## config.mk

```make
export PLATFORM = sky130hd
export DESIGN_NAME = sync_serial_flags
export DESIGN_NICKNAME = d
export VERILOG_FILES = /design/src/rtl/ssf_pkg.sv /design/src/rtl/ssf_flag_cell.sv /design/src/rtl/ssf_tx_path.sv /design/src/rtl/ssf_rx_path.sv /design/src/rtl/ssf_evt_detect.sv /design/src/rtl/sync_serial_flags.sv
export SDC_FILE = /design/constraint.sdc
export NUM_CORES = 1
export LEC_CHECK = 0
export BUFFER_PORTS_ARGS = -buffer_cell sky130_fd_sc_hd__buf_4
export CORE_MARGIN = 1
export CORE_UTILIZATION = 55
export DETAILED_ROUTE_END_ITERATION = 8
export MAX_ROUTING_LAYER = met4
export PLACE_DENSITY = 0.86
export SETUP_SLACK_MARGIN = 0.1
export SLEW_MARGIN = 20
export SYNTH_ARGS = -nofsm -noshare
export SYNTH_HDL_FRONTEND = slang
export SYNTH_SLANG_ARGS = --single-unit
export TNS_END_PERCENT = 30
```

## constraint.sdc

```tcl
create_clock -name clk -period 2.17 [get_ports clk]
set_input_delay 0 -clock clk [delete_from_list [all_inputs] [get_ports clk]]
set_output_delay 0 -clock clk [all_outputs]
set_load 0.01 [all_outputs]
```

## src/rtl/ssf_pkg.sv

```systemverilog
package ssf_pkg;
  localparam int STAT_W = 8;
  localparam int NFLAG  = 5;

  typedef enum logic [1:0] {
    SEL_STAT = 2'd0,
    SEL_TXD  = 2'd1,
    SEL_RXD  = 2'd2,
    SEL_NONE = 2'd3
  } reg_sel_e;

  // flag indices inside the block
  localparam int F_CONF = 0;
  localparam int F_OVR  = 1;
  localparam int F_RXF  = 2;
  localparam int F_TEND = 3;
  localparam int F_TXE  = 4;

  // bit position of each flag in the status byte
  function automatic int flag_pos(input int idx);
    case (idx)
      F_CONF:  return 0;
      F_OVR:   return 2;
      F_RXF:   return 5;
      F_TEND:  return 6;
      default: return 7;
    endcase
  endfunction
endpackage

```

## src/rtl/ssf_flag_cell.sv

```systemverilog
module ssf_flag_cell (
  input  logic clk,
  input  logic rst_n,
  input  logic set_ev,
  input  logic hw_clr,
  input  logic stat_rd,
  input  logic stat_wr,
  input  logic wr_bit,
  output logic flag
);
  logic flag_q, flag_d;
  logic arm_q, arm_d;
  logic sw_clr, en;

  always_comb begin
    sw_clr = stat_wr && !wr_bit && arm_q;
    flag_d = flag_q;
    arm_d  = arm_q;
    if (set_ev) begin
      flag_d = 1'b1;
      arm_d  = 1'b0;
    end else if (hw_clr || sw_clr) begin
      flag_d = 1'b0;
      arm_d  = 1'b0;
    end else if (stat_rd && flag_q) begin
      arm_d  = 1'b1;
    end
    en = set_ev || hw_clr || sw_clr || stat_rd;
  end

  always_ff @(posedge clk or negedge rst_n) begin
    if (!rst_n) begin
      flag_q <= 1'b0;
      arm_q  <= 1'b0;
    end else if (en) begin
      flag_q <= flag_d;
      arm_q  <= arm_d;
    end
  end

  assign flag = flag_q;
endmodule

```

## src/rtl/ssf_tx_path.sv

```systemverilog
module ssf_tx_path #(
  parameter int DW = 8
) (
  input  logic          clk,
  input  logic          rst_n,
  input  logic          tdr_wr,
  input  logic [DW-1:0] wdata,
  input  logic          load,
  input  logic          shift,
  output logic [DW-1:0] tdr,
  output logic [DW-1:0] shreg,
  output logic          tx_bit
);
  logic [DW-1:0] tdr_q, tdr_d;
  logic [DW-1:0] sh_q, sh_d;
  logic          sh_en;

  always_comb begin
    tdr_d = tdr_wr ? wdata : tdr_q;
    sh_d  = sh_q;
    if (load)       sh_d = tdr_q;
    else if (shift) sh_d = {sh_q[DW-2:0], 1'b0};
    sh_en = load || shift;
  end

  always_ff @(posedge clk or negedge rst_n) begin
    if (!rst_n) begin
      tdr_q <= '0;
      sh_q  <= '0;
    end else begin
      if (tdr_wr) tdr_q <= tdr_d;
      if (sh_en)  sh_q  <= sh_d;
    end
  end

  assign tdr    = tdr_q;
  assign shreg  = sh_q;
  assign tx_bit = sh_q[DW-1];
endmodule

```

## src/rtl/ssf_rx_path.sv

```systemverilog
module ssf_rx_path #(
  parameter int DW = 8
) (
  input  logic          clk,
  input  logic          rst_n,
  input  logic          store,
  input  logic [DW-1:0] rx_byte,
  output logic [DW-1:0] rdr
);
  logic [DW-1:0] rdr_q, rdr_d;

  always_comb rdr_d = store ? rx_byte : rdr_q;

  always_ff @(posedge clk or negedge rst_n) begin
    if (!rst_n)     rdr_q <= '0;
    else if (store) rdr_q <= rdr_d;
  end

  assign rdr = rdr_q;
endmodule

```

## src/rtl/ssf_evt_detect.sv

```systemverilog
module ssf_evt_detect (
  input  logic clk,
  input  logic rst_n,
  input  logic cs_in,
  input  logic tx_enable,
  input  logic four_wire,
  input  logic master_mode,
  input  logic eng_start,
  input  logic eng_busy,
  output logic conf_ev,
  output logic txen_rise
);
  logic cs_q, ten_q;
  logic cs_rise, mst_conf, slv_conf;

  always_comb begin
    cs_rise   = cs_in && !cs_q;
    mst_conf  = four_wire && master_mode && eng_start && !cs_in;
    slv_conf  = four_wire && !master_mode && eng_busy && cs_rise;
    conf_ev   = mst_conf || slv_conf;
    txen_rise = tx_enable && !ten_q;
  end

  // chip select idles high (deselected)
  always_ff @(posedge clk or negedge rst_n) begin
    if (!rst_n) begin
      cs_q  <= 1'b1;
      ten_q <= 1'b0;
    end else begin
      cs_q  <= cs_in;
      ten_q <= tx_enable;
    end
  end
endmodule

```

## src/rtl/sync_serial_flags.sv

```systemverilog
module sync_serial_flags
  import ssf_pkg::*;
#(
  parameter int DW = 8
) (
  input  logic          clk,
  input  logic          rst_n,
  input  logic [1:0]    reg_sel,
  input  logic          reg_rd,
  input  logic          reg_wr,
  input  logic [DW-1:0] reg_wdata,
  output logic [DW-1:0] reg_rdata,
  input  logic          master_mode,
  input  logic          four_wire,
  input  logic          tx_enable,
  input  logic          cs_in,
  input  logic          eng_start,
  input  logic          eng_busy,
  input  logic          eng_load,
  input  logic          eng_shift,
  input  logic          eng_last_bit,
  input  logic          eng_rx_done,
  input  logic [DW-1:0] eng_rx_byte,
  output logic          tx_bit,
  output logic          tx_allow,
  output logic          rx_accept
);
  // reset: asserted asynchronously, released on a clock edge
  logic [1:0] rst_pipe;
  logic       rst_s;

  always_ff @(posedge clk or negedge rst_n) begin
    if (!rst_n) rst_pipe <= 2'b00;
    else        rst_pipe <= {rst_pipe[0], 1'b1};
  end
  assign rst_s = rst_pipe[1];

  logic stat_rd, stat_wr, txd_wr, rxd_rd;
  logic conf_ev, txen_rise;
  logic load_ok, rx_store, ovr_ev;
  logic [NFLAG-1:0] flag_f, set_f, clr_f;
  logic [STAT_W-1:0] status_w;
  logic [DW-1:0] tdr_q, rdr_q, sh_q;

  always_comb begin
    stat_rd = reg_rd && (reg_sel == SEL_STAT);
    stat_wr = reg_wr && (reg_sel == SEL_STAT);
    txd_wr  = reg_wr && (reg_sel == SEL_TXD);
    rxd_rd  = reg_rd && (reg_sel == SEL_RXD);
  end

  always_comb begin
    rx_accept = !(flag_f[F_OVR] && flag_f[F_RXF]);
    tx_allow  = !(flag_f[F_OVR] && master_mode);
    load_ok   = eng_load && tx_allow;
    rx_store  = eng_rx_done && rx_accept && !flag_f[F_RXF];
    ovr_ev    = eng_rx_done && rx_accept && flag_f[F_RXF];

    set_f         = '0;
    clr_f         = '0;
    set_f[F_CONF] = conf_ev;
    set_f[F_OVR]  = ovr_ev;
    set_f[F_RXF]  = rx_store;
    clr_f[F_RXF]  = rxd_rd;
    set_f[F_TXE]  = (load_ok || txen_rise) && !txd_wr;
    clr_f[F_TXE]  = txd_wr;
    set_f[F_TEND] = eng_last_bit && flag_f[F_TXE] && !txd_wr;
    clr_f[F_TEND] = txd_wr;
  end

  ssf_evt_detect u_evt (
    .clk         (clk),
    .rst_n       (rst_s),
    .cs_in       (cs_in),
    .tx_enable   (tx_enable),
    .four_wire   (four_wire),
    .master_mode (master_mode),
    .eng_start   (eng_start),
    .eng_busy    (eng_busy),
    .conf_ev     (conf_ev),
    .txen_rise   (txen_rise)
  );

  for (genvar g = 0; g < NFLAG; g++) begin : g_flag
    localparam int POS = flag_pos(g);
    ssf_flag_cell u_cell (
      .clk     (clk),
      .rst_n   (rst_s),
      .set_ev  (set_f[g]),
      .hw_clr  (clr_f[g]),
      .stat_rd (stat_rd),
      .stat_wr (stat_wr),
      .wr_bit  (reg_wdata[POS]),
      .flag    (flag_f[g])
    );
  end

  always_comb begin
    status_w = '0;
    for (int i = 0; i < NFLAG; i++) status_w[flag_pos(i)] = flag_f[i];
  end

  ssf_tx_path #(.DW(DW)) u_tx (
    .clk    (clk),
    .rst_n  (rst_s),
    .tdr_wr (txd_wr),
    .wdata  (reg_wdata),
    .load   (load_ok),
    .shift  (eng_shift),
    .tdr    (tdr_q),
    .shreg  (sh_q),
    .tx_bit (tx_bit)
  );

  ssf_rx_path #(.DW(DW)) u_rx (
    .clk     (clk),
    .rst_n   (rst_s),
    .store   (rx_store),
    .rx_byte (eng_rx_byte),
    .rdr     (rdr_q)
  );

  always_comb begin
    case (reg_sel)
      SEL_STAT: reg_rdata = DW'(status_w);
      SEL_TXD:  reg_rdata = tdr_q;
      SEL_RXD:  reg_rdata = rdr_q;
      default:  reg_rdata = '0;
    endcase
  end
endmodule

```

---- Yosys cells after proc, flatten, opt, wreduce, memory -nomap -nowiden ----
Index checks and enable logic that the tools add are counted.
Widths: inputs -> output; s select.
storage, ports and cells
  flip-flop bits (word level) ............. 38
  bits of input ports ..................... 32
  output and inout port bits .............. 11
  logic and storage cells ................. 137
operators by class
  equal/unequal tests ..................... 2
  multiplexer cells ....................... 28
  reduce and logical (&&, ||, !) cells .... 91
operators with widths
  operator            number
  $logic_and 1x1->1   36
  $mux 1              25
  $pmux 8 s3          1
  $reduce_and 2->1    11
  $logic_or 1x1->1    19
  $mux 8              2
  $reduce_bool 3->1   5
  $logic_not 1->1     13
  $reduce_bool 2->1   6
  $eq 2x1->1 const B  1
  $eq 2x2->1 const B  1
  $logic_not 2->1     1

---- Longest topological paths before layout ----
Gate-level depths: netlist of the first run.
  word-level depth ........................ 9
  depth in mapped cells ................... 5
  mapped depth without buffers ............ 3

---- Cells and area by module ----
A second synthesis of the first run with hierarchy kept.
unflattened totals
  cells, all modules ...................... 144
  area total of the unflattened synthesis .. 1898.1 um^2
modules (own cells, without submodules)
  module             times used  cells each  area an instance (um^2)  sequential area each (um^2)
  ssf_tx_path        1           52          708.2                    400.4
  ssf_flag_cell      5           7           90.1                     50.0
  ssf_rx_path        1           17          331.6                    200.2
  sync_serial_flags  1           34          324.1                    50.0
  ssf_evt_detect     1           6           83.8                     51.3

---- Worst setup path before layout of the first run ----
OpenSTA, ideal clock, no wires.
  path type ............................... reg-to-reg
  from .................................... reg g_flag[2].u_cell.flag_q
  to ...................................... reg u_rx.rdr_q[0], in the netlist u_rx.rdr[0]
  library setup time ...................... 125 ps
  arrival time ............................ 1039 ps
  data required time ...................... 2045 ps
  setup slack ............................. 1007 ps
  stages on the path, launching flop included .. 4
  buffers on the path ..................... 1
  period minus slack after synthesis ...... 1163 ps
  cells stage by stage .................... dfrtp_1 -> nor2b_1 -> buf_2 -> mux2_2
between the ends
  longest elaborated chain between the ends .. 4
  elaborated cells between the ends (all ways) .. 5
  those cells by class .................... reduce/logical (5)
ends and longest elaborated chain
  what                      line                     text
  start: declaration        ssf_flag_cell.sv:11      logic flag_q, flag_d;
  start signal: assignment  ssf_flag_cell.sv:36      flag_q <= flag_d;
  $logic_and 1x1->1         sync_serial_flags.sv:53  rx_accept = !(flag_f[F_OVR] && flag_f[F_RXF]);
  $logic_not 1->1           sync_serial_flags.sv:53
  $logic_and 1x1->1         sync_serial_flags.sv:56  rx_store = eng_rx_done && rx_accept && !flag_f[F_RXF];
  $logic_and 1x1->1 (*)     sync_serial_flags.sv:56
  end signal: assignment    ssf_rx_path.sv:16        else if (store) rdr_q <= rdr_d;
  end: declaration          ssf_rx_path.sv:10        logic [DW-1:0] rdr_q, rdr_d;
Mark *: on every way between the ends. The rest lies on a longest branch, timed or not.
A chain may end at the register's enable or synchronous reset.

---- Worst setup path in the final report of the first run ----
  from .................................... reg g_flag[2].u_cell.flag_q
  to ...................................... reg u_rx.rdr_q[3], in the netlist u_rx.rdr[3]
Same word-level chain as after synthesis.

==> run_summary.xml, run 1 <==
<?xml version="1.0" encoding="UTF-8"?>
<metrics>
  <group name="die">
    <metric name="core_area" unit="um^2">3050</metric>
    <metric name="chipWidth" unit="um">58.7</metric>
    <metric name="floorplan.die_area" unit="um^2">3450</metric>
    <metric name="io-pin-count" unit="">43</metric>
    <metric name="die_h" unit="um">58.7</metric>
    <metric name="initial_utilization" unit="%">57.9</metric>
    <metric name="fp-row-count" unit="">20</metric>
  </group>
  <group name="detailed_routing">
    <metric name="detailroute.via_count" unit="">1440</metric>
    <metric name="wire_per_inst" unit="um">16.2</metric>
    <metric name="drt_iter0_markers" unit="">51</metric>
    <metric name="detail_route.vias_per_cell" unit="">5.48</metric>
    <metric name="post_drt_antenna_nets" unit="">0</metric>
    <metric name="drcViolationCount" unit="">0</metric>
    <metric name="routed_wirelength" unit="um">4260</metric>
    <metric name="drt_pass1_iterations" unit="">4</metric>
  </group>
  <group name="pwr">
    <metric name="p_comb_share" unit="%">21.6</metric>
    <metric name="power_switching" unit="uW">546</metric>
    <metric name="power_leakage" unit="nW">1.13</metric>
    <metric name="power_frac_clock" unit="%">30.8</metric>
    <metric name="worst_ir_drop_vdd" unit="uV">817</metric>
    <metric name="power_switching_share" unit="%">26.5</metric>
    <metric name="p_seq_share" unit="%">47.7</metric>
    <metric name="cell_internal_pwr" unit="mW">1.52</metric>
    <metric name="pwr_density_cell" unit="nW/um^2">844</metric>
  </group>
  <group name="grt">
    <metric name="grt_start_max_net_pins" unit="">25</metric>
    <metric name="gr-usage-all-layers" unit="%">28.9</metric>
    <metric name="grt_antenna_before_repair" unit="">0</metric>
    <metric name="first_global_vias" unit="">1506</metric>
    <metric name="grt_first_pass_wirelength" unit="um">6870</metric>
    <metric name="total_grt_overflow" unit="">0</metric>
  </group>
  <group name="synth">
    <metric name="synth-edff-count" unit="">0</metric>
    <metric name="synth_area" unit="um^2">1770</metric>
    <metric name="ys_ff_latch" unit="">38</metric>
    <metric name="ys_warn_count" unit="">0</metric>
    <metric name="syn-num-nets" unit="">184</metric>
    <metric name="synthArstFlopShare" unit="%">100</metric>
    <metric name="synth.avg_cell_area" unit="um^2">11.6</metric>
    <metric name="post_synth_num_cell_types" unit="">38</metric>
    <metric name="synth_sequential_area_ratio" unit="%">53.9</metric>
    <metric name="post_synth_inst_count" unit="">152</metric>
    <metric name="leading_register_cell_type_out_of_synthesis" unit="">sky130_fd_sc_hd__dfrtp_1</metric>
  </group>
  <group name="timing">
    <metric name="setup_violations_final" unit="">0</metric>
    <metric name="finalClockSkew" unit="ns">0.0131</metric>
    <metric name="maxSlewViolCount" unit="">0</metric>
    <metric name="finalCritPeriodShare" unit="%">73.7</metric>
    <metric name="maxSlewHeadroom" unit="%">52.4</metric>
    <metric name="finalSetupTns" unit="ns">0</metric>
    <metric name="finalHoldViolCount" unit="">0</metric>
    <metric name="grt_setup_unrepaired" unit="">false</metric>
    <metric name="worst_slew_pin_tran" unit="ns">0.712</metric>
    <metric name="max_freq" unit="MHz">625</metric>
    <metric name="final_critical_path_required_period" unit="ns">1.60</metric>
  </group>
  <group name="clocking">
    <metric name="clkSlewWorstSetupHoldPaths" unit="ns">0.12</metric>
    <metric name="clock_sinks" unit="">38</metric>
    <metric name="postCtsResizedCells" unit="">0</metric>
    <metric name="cts_root_buf" unit="">sky130_fd_sc_hd__clkbuf_4</metric>
    <metric name="max-clock-path-buffers" unit="">2</metric>
    <metric name="clock_insertion_delay_worst_skew" unit="ns">0.35</metric>
    <metric name="cts_tree" unit="">built</metric>
    <metric name="cts_made_buffers" unit="">5</metric>
    <metric name="h_tree_levels" unit="">2</metric>
  </group>
  <group name="layout">
    <metric name="nets" unit="">250</metric>
    <metric name="fillCellCount" unit="">196</metric>
    <metric name="final_core_utilization" unit="%">80.1</metric>
    <metric name="drive_gt1_share" unit="%">35.2</metric>
    <metric name="diodes" unit="">0</metric>
    <metric name="area_growth_from_synthesis_to_final_layout" unit="%">38.4</metric>
  </group>
  <group name="placement">
    <metric name="hpwlAfterDp" unit="um">2750</metric>
    <metric name="portBuffers" unit="">42</metric>
    <metric name="gp_routability_congestion" unit="">0.793</metric>
  </group>
  <group name="setup_path">
    <metric name="max_fo_critical_path" unit="">8</metric>
    <metric name="worst_setup_path_end_kind" unit="">flip-flop</metric>
    <metric name="worst-r2r-setup-slack" unit="ns">0.57</metric>
    <metric name="path_class" unit="">reg2reg</metric>
    <metric name="worst-r2r-cell-count" unit="">2</metric>
    <metric name="startpoint_type" unit="">flip-flop</metric>
    <metric name="worst_ep_required_time" unit="ns">2.41</metric>
    <metric name="worst_ep_arrival_time" unit="ns">1.84</metric>
  </group>
  <group name="outcome">
    <metric name="status" unit="">complete, no violations</metric>
  </group>
  <group name="flow_run">
    <metric name="drv_cap" unit="">0</metric>
  </group>
  <group name="min_path">
    <metric name="hold_depth" unit="">3</metric>
    <metric name="timing.hold.worst.class" unit="">in2reg</metric>
  </group>
</metrics>
[repair_timing]
action                                 CTS  global route
hold buffers                            23             0
setup buffers                            0             0
endpoints found under the hold margin   29             0
[power groups by stage]
stage                     clock [mW]  combinational (mW)  sequential (mW)
after global placement             0               0.388            0.977
final                          0.635               0.445            0.984
after floorplan                    0               0.260            0.958
after CTS                      0.635               0.444            0.981
after detailed placement           0               0.407            0.995
after global routing           0.662               0.485             1.00
[cell usage in the layout (no fill, tap or decap), types with 2 or more instances in the layout]
| cell type | count |
|---|---|
| sky130_fd_sc_hd__nand3_1 | 2 |
| sky130_fd_sc_hd__a22o_1 | 5 |
| sky130_fd_sc_hd__mux2_2 | 16 |
| sky130_fd_sc_hd__buf_4 | 43 |
| sky130_fd_sc_hd__nand2_1 | 20 |
| sky130_fd_sc_hd__mux2i_1 | 12 |
| sky130_fd_sc_hd__nor2_1 | 2 |
| sky130_fd_sc_hd__clkbuf_4 | 5 |
| sky130_fd_sc_hd__dlygate4sd3_1 | 23 |
| sky130_fd_sc_hd__nand2b_1 | 2 |
| sky130_fd_sc_hd__nor2b_1 | 2 |
| sky130_fd_sc_hd__o21ai_0 | 16 |
| sky130_fd_sc_hd__a21oi_1 | 5 |
| sky130_fd_sc_hd__inv_1 | 2 |
| sky130_fd_sc_hd__bufinv_16 | 2 |
| sky130_fd_sc_hd__dfrtp_1 | 37 |
| sky130_fd_sc_hd__nand3b_1 | 3 |
[cell usage after synthesis (2+ instances only)]
master | instances | area share (%)
sky130_fd_sc_hd__a21oi_1 | 5 | 1.4
sky130_fd_sc_hd__a22o_1 | 5 | 2.5
sky130_fd_sc_hd__buf_2 | 3 | 0.85
sky130_fd_sc_hd__clkbuf_1 | 2 | 0.42
sky130_fd_sc_hd__dfrtp_1 | 37 | 52
sky130_fd_sc_hd__inv_1 | 2 | 0.42
sky130_fd_sc_hd__mux2_2 | 16 | 10
sky130_fd_sc_hd__mux2i_1 | 12 | 6.8
sky130_fd_sc_hd__nand2_1 | 20 | 4.2
sky130_fd_sc_hd__nand2b_1 | 2 | 0.71
sky130_fd_sc_hd__nand3_1 | 2 | 0.57
sky130_fd_sc_hd__nand3b_1 | 3 | 1.3
sky130_fd_sc_hd__nor2_1 | 2 | 0.42
sky130_fd_sc_hd__nor2b_1 | 2 | 0.71
sky130_fd_sc_hd__o21ai_0 | 16 | 4.5
[kinds of logic after synthesis]
kind of cell           count (synthesis)  synth area share, %
AOI/OAI and AO/OA                     36                 13.4
other                                  1                0.212
buffers and inverters                  9                 2.76
DFF                                   38                 53.9
and+or+nand+nor                       40                 12.8
muxes                                 28                 17.0
[critical path: stages, from the launching register on]
cell and delay [ns]:
sky130_fd_sc_hd__dfrtp_1 0.47, sky130_fd_sc_hd__nor2b_1 0.60, sky130_fd_sc_hd__mux2_2 0.42
[registers in the layout, indices dropped and copies added (netlist names)]
signal / count
u_rx.rdr: 8
u_tx.shreg: 8
u_tx.tdr: 8
g_flag.u_cell.arm_q: 5
g_flag.u_cell.flag: 5
rst_pipe: 2
u_evt.cs_q: 1
u_evt.ten_q: 1
[final timing paths]
kind | from | endpoint
setup / recovery | g_flag[2].u_cell.flag | u_rx.rdr[3]
hold / removal | eng_shift | u_tx.shreg[0]
setup reg to reg | g_flag[2].u_cell.flag | u_rx.rdr[3]
hold reg to reg | rst_pipe[1] | g_flag[1].u_cell.arm_q
max in group asynchronous | rst_pipe[1] | u_tx.tdr[2]
min in group asynchronous | rst_pipe[1] | g_flag[1].u_cell.arm_q
[metrics by stage]
stage	worst slack [ns]	instance area, um^2	total power [mW]	std cells	hold WS (ns)
CTS	0.600	2450	2.06	263	0.00704
detailed placement	0.651	2100	1.40	232	-0.216
floorplan	1.01	1770	1.22	152	-0.296
global route	0.488	2450	2.15	263	0.0269
finish	0.570	2450	2.06	263	0.00689
global placement	0.712	2100	1.36	232	-0.218
[cell type report]
class                      instances  area (um^2)  share of cell area (%)
sequential                        38          952                    38.9
multi-input combinational        105          767                    31.4
timing repair buffer              66          553                    22.6
clock inverter                     2         60.1                    2.46
tap                               44         55.1                    2.25
clock buffer                       6         51.3                    2.10
inverter                           2         7.51                   0.307
[layer usage]
metal	GRT usage [%]	up-vias	routed length, um	part of all wire [%]
met1	32.7	715	1720	40
met3	6.81	15	173	4.1
met4	11.2	0	119	2.8
met2	49.6	42	2260	53
met5	-	-	0	0
li1	-	668	-	-
(Power assumes the default switching activity.)
==> run 2: changes to the inputs <==
--- a/config.mk
+++ b/config.mk
@@ -7,10 +7,10 @@
 export LEC_CHECK = 0
 export BUFFER_PORTS_ARGS = -buffer_cell sky130_fd_sc_hd__buf_4
 export CORE_MARGIN = 1
-export CORE_UTILIZATION = 55
+export CORE_UTILIZATION = 52
 export DETAILED_ROUTE_END_ITERATION = 8
 export MAX_ROUTING_LAYER = met4
-export PLACE_DENSITY = 0.86
+export PLACE_DENSITY = 0.82
 export SETUP_SLACK_MARGIN = 0.1
 export SLEW_MARGIN = 20
 export SYNTH_ARGS = -nofsm -noshare
==> constraint.sdc (replaced) <==
create_clock -name clk -period 1.6 [get_ports clk]
set_input_delay 0 -clock clk [delete_from_list [all_inputs] [get_ports clk]]
set_output_delay 0 -clock clk [all_outputs]
set_load 0.01 [all_outputs]
==> run 2 against run 1 <==
  * Critical path type is now reg2out
  * Die area rose by 5.6%
  * Critical path depth rose by 1
  * Cell area fell by 1.6%
  * Final cell count did not move
  * Total power rose by 17%
  * Hold slack improved by 0.026 ns
  * Register-to-register slack got worse by 0.23 ns
  * Combinational power rose by 39%
  * Clock skew fell by 0.010 ns
  * Sequential cell count did not move
  * First-iteration DRC count rose by 73%
  * Clock-buffer cell count rose by 1
  * Largest cell class unchanged
==> run_summary.xml, run 2 (synthesis results as in run 1) <==
<?xml version="1.0" encoding="UTF-8"?>
<metrics>
  <group name="die">
    <metric name="io-pin-count" unit="">43</metric>
    <metric name="die_h" unit="um">60.3</metric>
    <metric name="floorplan.die_area" unit="um^2">3640</metric>
    <metric name="initial_utilization" unit="%">56.5</metric>
    <metric name="core_area" unit="um^2">3130</metric>
    <metric name="fp-row-count" unit="">20</metric>
    <metric name="chipWidth" unit="um">60.3</metric>
  </group>
  <group name="clocking">
    <metric name="cts_made_buffers" unit="">5</metric>
    <metric name="clock_insertion_delay_worst_skew" unit="ns">0.34</metric>
    <metric name="clock_sinks" unit="">38</metric>
    <metric name="postCtsSetupRepairBufs" unit="">0</metric>
    <metric name="max-clock-path-buffers" unit="">2</metric>
    <metric name="cts_tree" unit="">built</metric>
    <metric name="h_tree_levels" unit="">2</metric>
    <metric name="clkSlewWorstSetupHoldPaths" unit="ns">0.10</metric>
    <metric name="cts_root_buf" unit="">sky130_fd_sc_hd__clkbuf_4</metric>
  </group>
  <group name="setup_path">
    <metric name="critPathTopFamily" unit="">flip-flops</metric>
    <metric name="path_buf_inv" unit="">1</metric>
    <metric name="worst_path_largest_cell_delay" unit="ns">0.54</metric>
    <metric name="path_class" unit="">reg2out</metric>
    <metric name="worst_ep_arrival_time" unit="ns">1.36</metric>
    <metric name="crit_slowest_cell" unit="">sky130_fd_sc_hd__dfrtp_1</metric>
    <metric name="worst_ep_required_time" unit="ns">1.60</metric>
    <metric name="startpoint_type" unit="">flip-flop</metric>
    <metric name="max_fo_critical_path" unit="">8</metric>
    <metric name="worst_setup_path_end_kind" unit="">primary output</metric>
    <metric name="critical_path.cell_chain" unit="">mux2i_1 -&gt; o21ai_0 -&gt; buf_4</metric>
  </group>
  <group name="layout">
    <metric name="area_growth_from_synthesis_to_final_layout" unit="%">36.2</metric>
    <metric name="final_core_utilization" unit="%">77.0</metric>
    <metric name="layout.cells.most_common" unit="">sky130_fd_sc_hd__buf_4</metric>
    <metric name="fin_area" unit="um^2">2410</metric>
    <metric name="diodes" unit="">0</metric>
    <metric name="drive_gt1_share" unit="%">34.2</metric>
    <metric name="final_cell_mix" unit="">sky130_fd_sc_hd__buf_4 (43), sky130_fd_sc_hd__dfrtp_1 (37), sky130_fd_sc_hd__dlygate4sd3_1 (23)</metric>
    <metric name="nets" unit="">251</metric>
  </group>
  <group name="timing">
    <metric name="worst_slew_pin_tran" unit="ns">0.589</metric>
    <metric name="finalClockSkew" unit="ns">0.00291</metric>
    <metric name="max_freq" unit="MHz">733</metric>
    <metric name="final_critical_path_required_period" unit="ns">1.36</metric>
    <metric name="grt_setup_unrepaired" unit="">false</metric>
    <metric name="setup_violations_final" unit="">0</metric>
    <metric name="maxSlewHeadroom" unit="%">60.7</metric>
    <metric name="finalSetupTns" unit="ns">0</metric>
    <metric name="maxSlewViolCount" unit="">0</metric>
    <metric name="finalCritPeriodShare" unit="%">85.3</metric>
    <metric name="finalHoldViolCount" unit="">0</metric>
  </group>
  <group name="detailed_routing">
    <metric name="routed_wirelength" unit="um">4330</metric>
    <metric name="detail_route.vias_per_cell" unit="">5.54</metric>
    <metric name="drt_iter0_markers" unit="">88</metric>
    <metric name="drcViolationCount" unit="">0</metric>
    <metric name="post_drt_antenna_nets" unit="">0</metric>
    <metric name="detailroute.via_count" unit="">1458</metric>
    <metric name="wire_per_inst" unit="um">16.5</metric>
    <metric name="drt_pass1_iterations" unit="">5</metric>
  </group>
  <group name="pwr">
    <metric name="cell_internal_pwr" unit="mW">1.70</metric>
    <metric name="power_switching_share" unit="%">29.2</metric>
    <metric name="finalPower" unit="mW">2.41</metric>
    <metric name="p_seq_share" unit="%">55.6</metric>
    <metric name="p_comb_share" unit="%">25.6</metric>
    <metric name="power_leakage" unit="nW">1.11</metric>
    <metric name="worst_ir_drop_vdd" unit="uV">754</metric>
    <metric name="power_frac_clock" unit="%">18.7</metric>
    <metric name="pwr_density_cell" unit="nW/um^2">999</metric>
    <metric name="power_switching" unit="uW">702</metric>
  </group>
  <group name="outcome">
    <metric name="status" unit="">complete, no violations</metric>
  </group>
  <group name="grt">
    <metric name="first_global_vias" unit="">1547</metric>
    <metric name="gr-usage-all-layers" unit="%">28.4</metric>
    <metric name="grt_start_max_net_pins" unit="">26</metric>
    <metric name="total_grt_overflow" unit="">0</metric>
    <metric name="grt_first_pass_wirelength" unit="um">7100</metric>
    <metric name="grt_antenna_before_repair" unit="">0</metric>
  </group>
  <group name="placement">
    <metric name="portBuffers" unit="">42</metric>
    <metric name="placed_cell_area" unit="um^2">2120</metric>
    <metric name="gp_routability_congestion" unit="">0.860</metric>
    <metric name="hpwlAfterDp" unit="um">2960</metric>
  </group>
  <group name="flow_run">
    <metric name="drv_cap" unit="">0</metric>
  </group>
  <group name="min_path">
    <metric name="timing.hold.worst.class" unit="">in2reg</metric>
  </group>
</metrics>
-- run 2: area by class of cell --
class	instances	area (um^2)
flip-flops and latches	38	952
multi-input cells	105	774
clock buffers	7	45.0
fillers	206	721
inverters	2	7.51
repair buffers	67	573
well taps	44	55.1
-- run 2: power groups by stage --
stage / combinational [mW] / clock, mW / sequential, mW
after floorplan: 0.353 / 0 / 1.30
after CTS: 0.613 / 0.459 / 1.33
after global routing: 0.667 / 0.495 / 1.36
final: 0.617 / 0.451 / 1.34
after global placement: 0.539 / 0 / 1.33
after detailed placement: 0.569 / 0 / 1.35
-- run 2: what timing repair did --
action | 4_1_cts | 5_1_grt
hold buffers | 23 | 0
gates resized for setup | 0 | 1
endpoints found under the hold margin | 29 | 0
setup endpoints to repair | 0 | 3
-- run 2: through the flow --
stage | setup slack [ns] | std cells | hold slack (ns)
3_5_place_dp | 0.220 | 233 | -0.208
5_1_grt | 0.150 | 263 | 0.0682
6_report | 0.235 | 263 | 0.0327
4_1_cts | 0.210 | 263 | 0.0272
3_3_place_gp | 0.341 | 233 | -0.214
2_1_floorplan | 0.437 | 152 | -0.296
-- run 2: worst paths after layout --
kind	start	endpoint	slack [ns]	depth (start not counted)
max	g_flag[1].u_cell.flag	reg_rdata[2]	0.24	3
min	eng_shift	u_tx.shreg[0]	0.03	3
max reg2reg	g_flag[1].u_cell.flag	g_flag[4].u_cell.flag	0.34	3
min reg2reg	rst_pipe[1]	u_tx.tdr[6]	0.25	0
max in group asynchronous	rst_pipe[1]	u_tx.shreg[1]	0.82	1
min in group asynchronous	rst_pipe[1]	u_tx.tdr[6]	0.25	0
-- run 2: per-layer routing --
layer | wire length [um] | track usage, % | vias to the layer above
met3 | 203 | 4.33 | 17
met1 | 1790 | 32.6 | 704
li1 | - | - | 675
met4 | 104 | 14.3 | 0
met5 | 0 | - | -
met2 | 2230 | 47.9 | 62
-- run 2: tightest hold or removal path, cell delays in order --
cell	delay [ns]
sky130_fd_sc_hd__buf_4	0.16
sky130_fd_sc_hd__nand2b_1	0.12
sky130_fd_sc_hd__o21ai_0	0.06
==> run 3: changes to the inputs <==
--- a/config.mk
+++ b/config.mk
@@ -5,12 +5,12 @@
 export SDC_FILE = /design/constraint.sdc
 export NUM_CORES = 1
 export LEC_CHECK = 0
-export BUFFER_PORTS_ARGS = -buffer_cell sky130_fd_sc_hd__buf_4
 export CORE_MARGIN = 1
-export CORE_UTILIZATION = 52
+export CORE_UTILIZATION = 55
 export DETAILED_ROUTE_END_ITERATION = 8
+export DONT_BUFFER_PORTS = 1
 export MAX_ROUTING_LAYER = met4
-export PLACE_DENSITY = 0.82
+export PLACE_DENSITY = 0.74
 export SETUP_SLACK_MARGIN = 0.1
 export SLEW_MARGIN = 20
 export SYNTH_ARGS = -nofsm -noshare
==> run 3 against run 2 <==
  * Fmax shrank 4.3%
  * Via count shrank 9.3%
  * Largest power group unchanged
  * Final cell count fell by 11%
  * Cell area shrank 8.1%
  * Largest cell class unchanged
  * Setup slack got worse by 0.062 ns
  * Total power rose by 2.9%
  * Highest routed layer unchanged
  * Critical path depth rose by 1
  * Wire length is 6.7% lower
==> run_summary.xml, run 3 (synthesis results as in run 1) <==
<?xml version="1.0" encoding="UTF-8"?>
<metrics>
  <group name="timing">
    <metric name="maxSlewViolCount" unit="">0</metric>
    <metric name="finalSetupTns" unit="ns">0</metric>
    <metric name="finalWorstSetupSlack" unit="ns">0.173</metric>
    <metric name="final_critical_path_required_period" unit="ns">1.43</metric>
    <metric name="setup_violations_final" unit="">0</metric>
    <metric name="max_freq" unit="MHz">701</metric>
    <metric name="finalClockSkew" unit="ns">0.00640</metric>
    <metric name="grt_setup_unrepaired" unit="">false</metric>
    <metric name="hold_ws" unit="ns">0.00282</metric>
    <metric name="finalHoldViolCount" unit="">0</metric>
    <metric name="finalCritPeriodShare" unit="%">89.2</metric>
  </group>
  <group name="setup_path">
    <metric name="critical_path.cell_chain" unit="">nand4bb_1 -&gt; a21oi_2 -&gt; dlygate4sd3_1 -&gt; a21oi_1</metric>
    <metric name="worst-r2r-cell-count" unit="">4</metric>
    <metric name="crit-reg2reg-capture" unit="">g_flag[2].u_cell.arm_q</metric>
    <metric name="path_depth" unit="">4</metric>
    <metric name="worstSetupStartpoint" unit="">g_flag[2].u_cell.arm_q</metric>
    <metric name="worst_path_largest_cell_delay" unit="ns">0.57</metric>
    <metric name="worst_setup_path_end_kind" unit="">flip-flop</metric>
    <metric name="critPathTopFamily" unit="">buffers and inverters</metric>
    <metric name="timing.rr.start" unit="">g_flag[2].u_cell.arm_q</metric>
    <metric name="worst-r2r-setup-slack" unit="ns">0.17</metric>
    <metric name="path_class" unit="">reg2reg</metric>
    <metric name="worst_ep_arrival_time" unit="ns">1.67</metric>
    <metric name="worst_ep_required_time" unit="ns">1.84</metric>
    <metric name="max_fo_critical_path" unit="">3</metric>
    <metric name="startpoint_type" unit="">flip-flop</metric>
    <metric name="path_buf_inv" unit="">1</metric>
    <metric name="crit_slowest_cell" unit="">sky130_fd_sc_hd__dlygate4sd3_1</metric>
  </group>
  <group name="die">
    <metric name="chipWidth" unit="um">58.7</metric>
    <metric name="floorplan.die_area" unit="um^2">3450</metric>
    <metric name="initial_utilization" unit="%">57.9</metric>
    <metric name="io-pin-count" unit="">43</metric>
    <metric name="fp-row-count" unit="">20</metric>
    <metric name="core_area" unit="um^2">3050</metric>
    <metric name="die_h" unit="um">58.7</metric>
  </group>
  <group name="detailed_routing">
    <metric name="wire_per_inst" unit="um">17.3</metric>
    <metric name="routed_wirelength" unit="um">4040</metric>
    <metric name="post_drt_antenna_nets" unit="">0</metric>
    <metric name="detailroute.via_count" unit="">1323</metric>
    <metric name="drt_iter0_markers" unit="">45</metric>
    <metric name="drcViolationCount" unit="">0</metric>
    <metric name="detail_route.vias_per_cell" unit="">5.68</metric>
    <metric name="drt_pass1_iterations" unit="">4</metric>
  </group>
  <group name="grt">
    <metric name="gr-usage-all-layers" unit="%">28.1</metric>
    <metric name="grt_start_max_net_pins" unit="">37</metric>
    <metric name="first_global_vias" unit="">1407</metric>
    <metric name="grt_first_pass_wirelength" unit="um">6730</metric>
    <metric name="grt_antenna_before_repair" unit="">0</metric>
    <metric name="total_grt_overflow" unit="">0</metric>
  </group>
  <group name="min_path">
    <metric name="hold_path.startpoint" unit="">master_mode</metric>
    <metric name="timing.hold.worst.class" unit="">in2reg</metric>
    <metric name="whs_endpoint" unit="">g_flag[0].u_cell.arm_q</metric>
    <metric name="hold_depth" unit="">3</metric>
  </group>
  <group name="clocking">
    <metric name="cts_tree" unit="">built</metric>
    <metric name="clock_sinks" unit="">38</metric>
    <metric name="clkSlewWorstSetupHoldPaths" unit="ns">0.11</metric>
    <metric name="max-clock-path-buffers" unit="">2</metric>
    <metric name="cts_root_buf" unit="">sky130_fd_sc_hd__clkbuf_4</metric>
    <metric name="cts_made_buffers" unit="">5</metric>
    <metric name="h_tree_levels" unit="">2</metric>
    <metric name="clock_insertion_delay_worst_skew" unit="ns">0.35</metric>
  </group>
  <group name="layout">
    <metric name="layout.cells.most_common" unit="">sky130_fd_sc_hd__dfrtp_1</metric>
    <metric name="drive_gt1_share" unit="%">20.6</metric>
    <metric name="area_growth_from_synthesis_to_final_layout" unit="%">25.2</metric>
    <metric name="nets" unit="">220</metric>
    <metric name="final_cell_mix" unit="">sky130_fd_sc_hd__dfrtp_1 (37), sky130_fd_sc_hd__dlygate4sd3_1 (32), sky130_fd_sc_hd__nand2_1 (20)</metric>
    <metric name="diodes" unit="">0</metric>
  </group>
  <group name="pwr">
    <metric name="power_leakage" unit="nW">0.963</metric>
    <metric name="finalPower" unit="mW">2.47</metric>
    <metric name="pwr_density_cell" unit="nW/um^2">1120</metric>
    <metric name="worst_ir_drop_vdd" unit="uV">674</metric>
  </group>
  <group name="placement">
    <metric name="hpwlAfterDp" unit="um">2580</metric>
    <metric name="detailedPlace.worstSlack" unit="ns">0.352</metric>
    <metric name="gp_routability_congestion" unit="">0.807</metric>
    <metric name="portBuffers" unit="">0</metric>
  </group>
  <group name="outcome">
    <metric name="status" unit="">complete, no violations</metric>
  </group>
  <group name="flow_run">
    <metric name="drv_cap" unit="">0</metric>
  </group>
</metrics>
==> run 3: repair_timing <==
item,CTS,global route
hold buffers,32,1
buffers inserted,0,1
setup endpoints to repair,0,1
resized for setup,0,1
endpoints found under the hold margin,38,1
==> run 3: worst max-delay path by stage <==
stage                             end  slack (ns)
5_1_grt        g_flag[2].u_cell.arm_q         0.1
6_report       g_flag[2].u_cell.arm_q        0.17
3_3_place_gp              u_rx.rdr[1]        0.39
3_5_place_dp              u_rx.rdr[4]        0.35
2_1_floorplan             u_rx.rdr[0]        0.44
4_1_cts         g_flag[2].u_cell.flag        0.19
==> run 3: stage by stage <==
step	cell area (um^2)	utilization (%)	cells
detailed placement	1800	59.1	192
global placement	1800	59.1	192
floorplan	1770	-	152
finish	2210	72.5	233
global route	2210	72.5	233
CTS	2200	72.1	232
==> run 3: layout make-up <==
type	instances	area, um^2
well taps	44	55.1
repair buffers	36	350
clock inverters	3	40.0
multi-input cells	105	771
clock buffers	5	37.5
fillers	233	840
inverters	2	7.51
flip-flops and latches	38	952
==> run 3: routing by layer <==
metal | part of all wire [%] | track usage [%] | up-vias
met5 | 0 | - | -
met4 | 2.2 | 9.18 | 0
met3 | 7.2 | 8.13 | 11
met2 | 50 | 45.5 | 52
met1 | 40 | 34.0 | 644
li1 | - | - | 616
==> run 3: power breakdown <==
part           total, mW  internal [mW]  switching [mW]
sequential          1.33           1.17           0.154
clock              0.640          0.324           0.317
combinational      0.507          0.282           0.225
==> run 3: worst min-delay path, stage by stage <==
cell                      delay, ns
sky130_fd_sc_hd__nand2_1       0.04
sky130_fd_sc_hd__o22ai_1       0.09
sky130_fd_sc_hd__a22oi_1       0.18
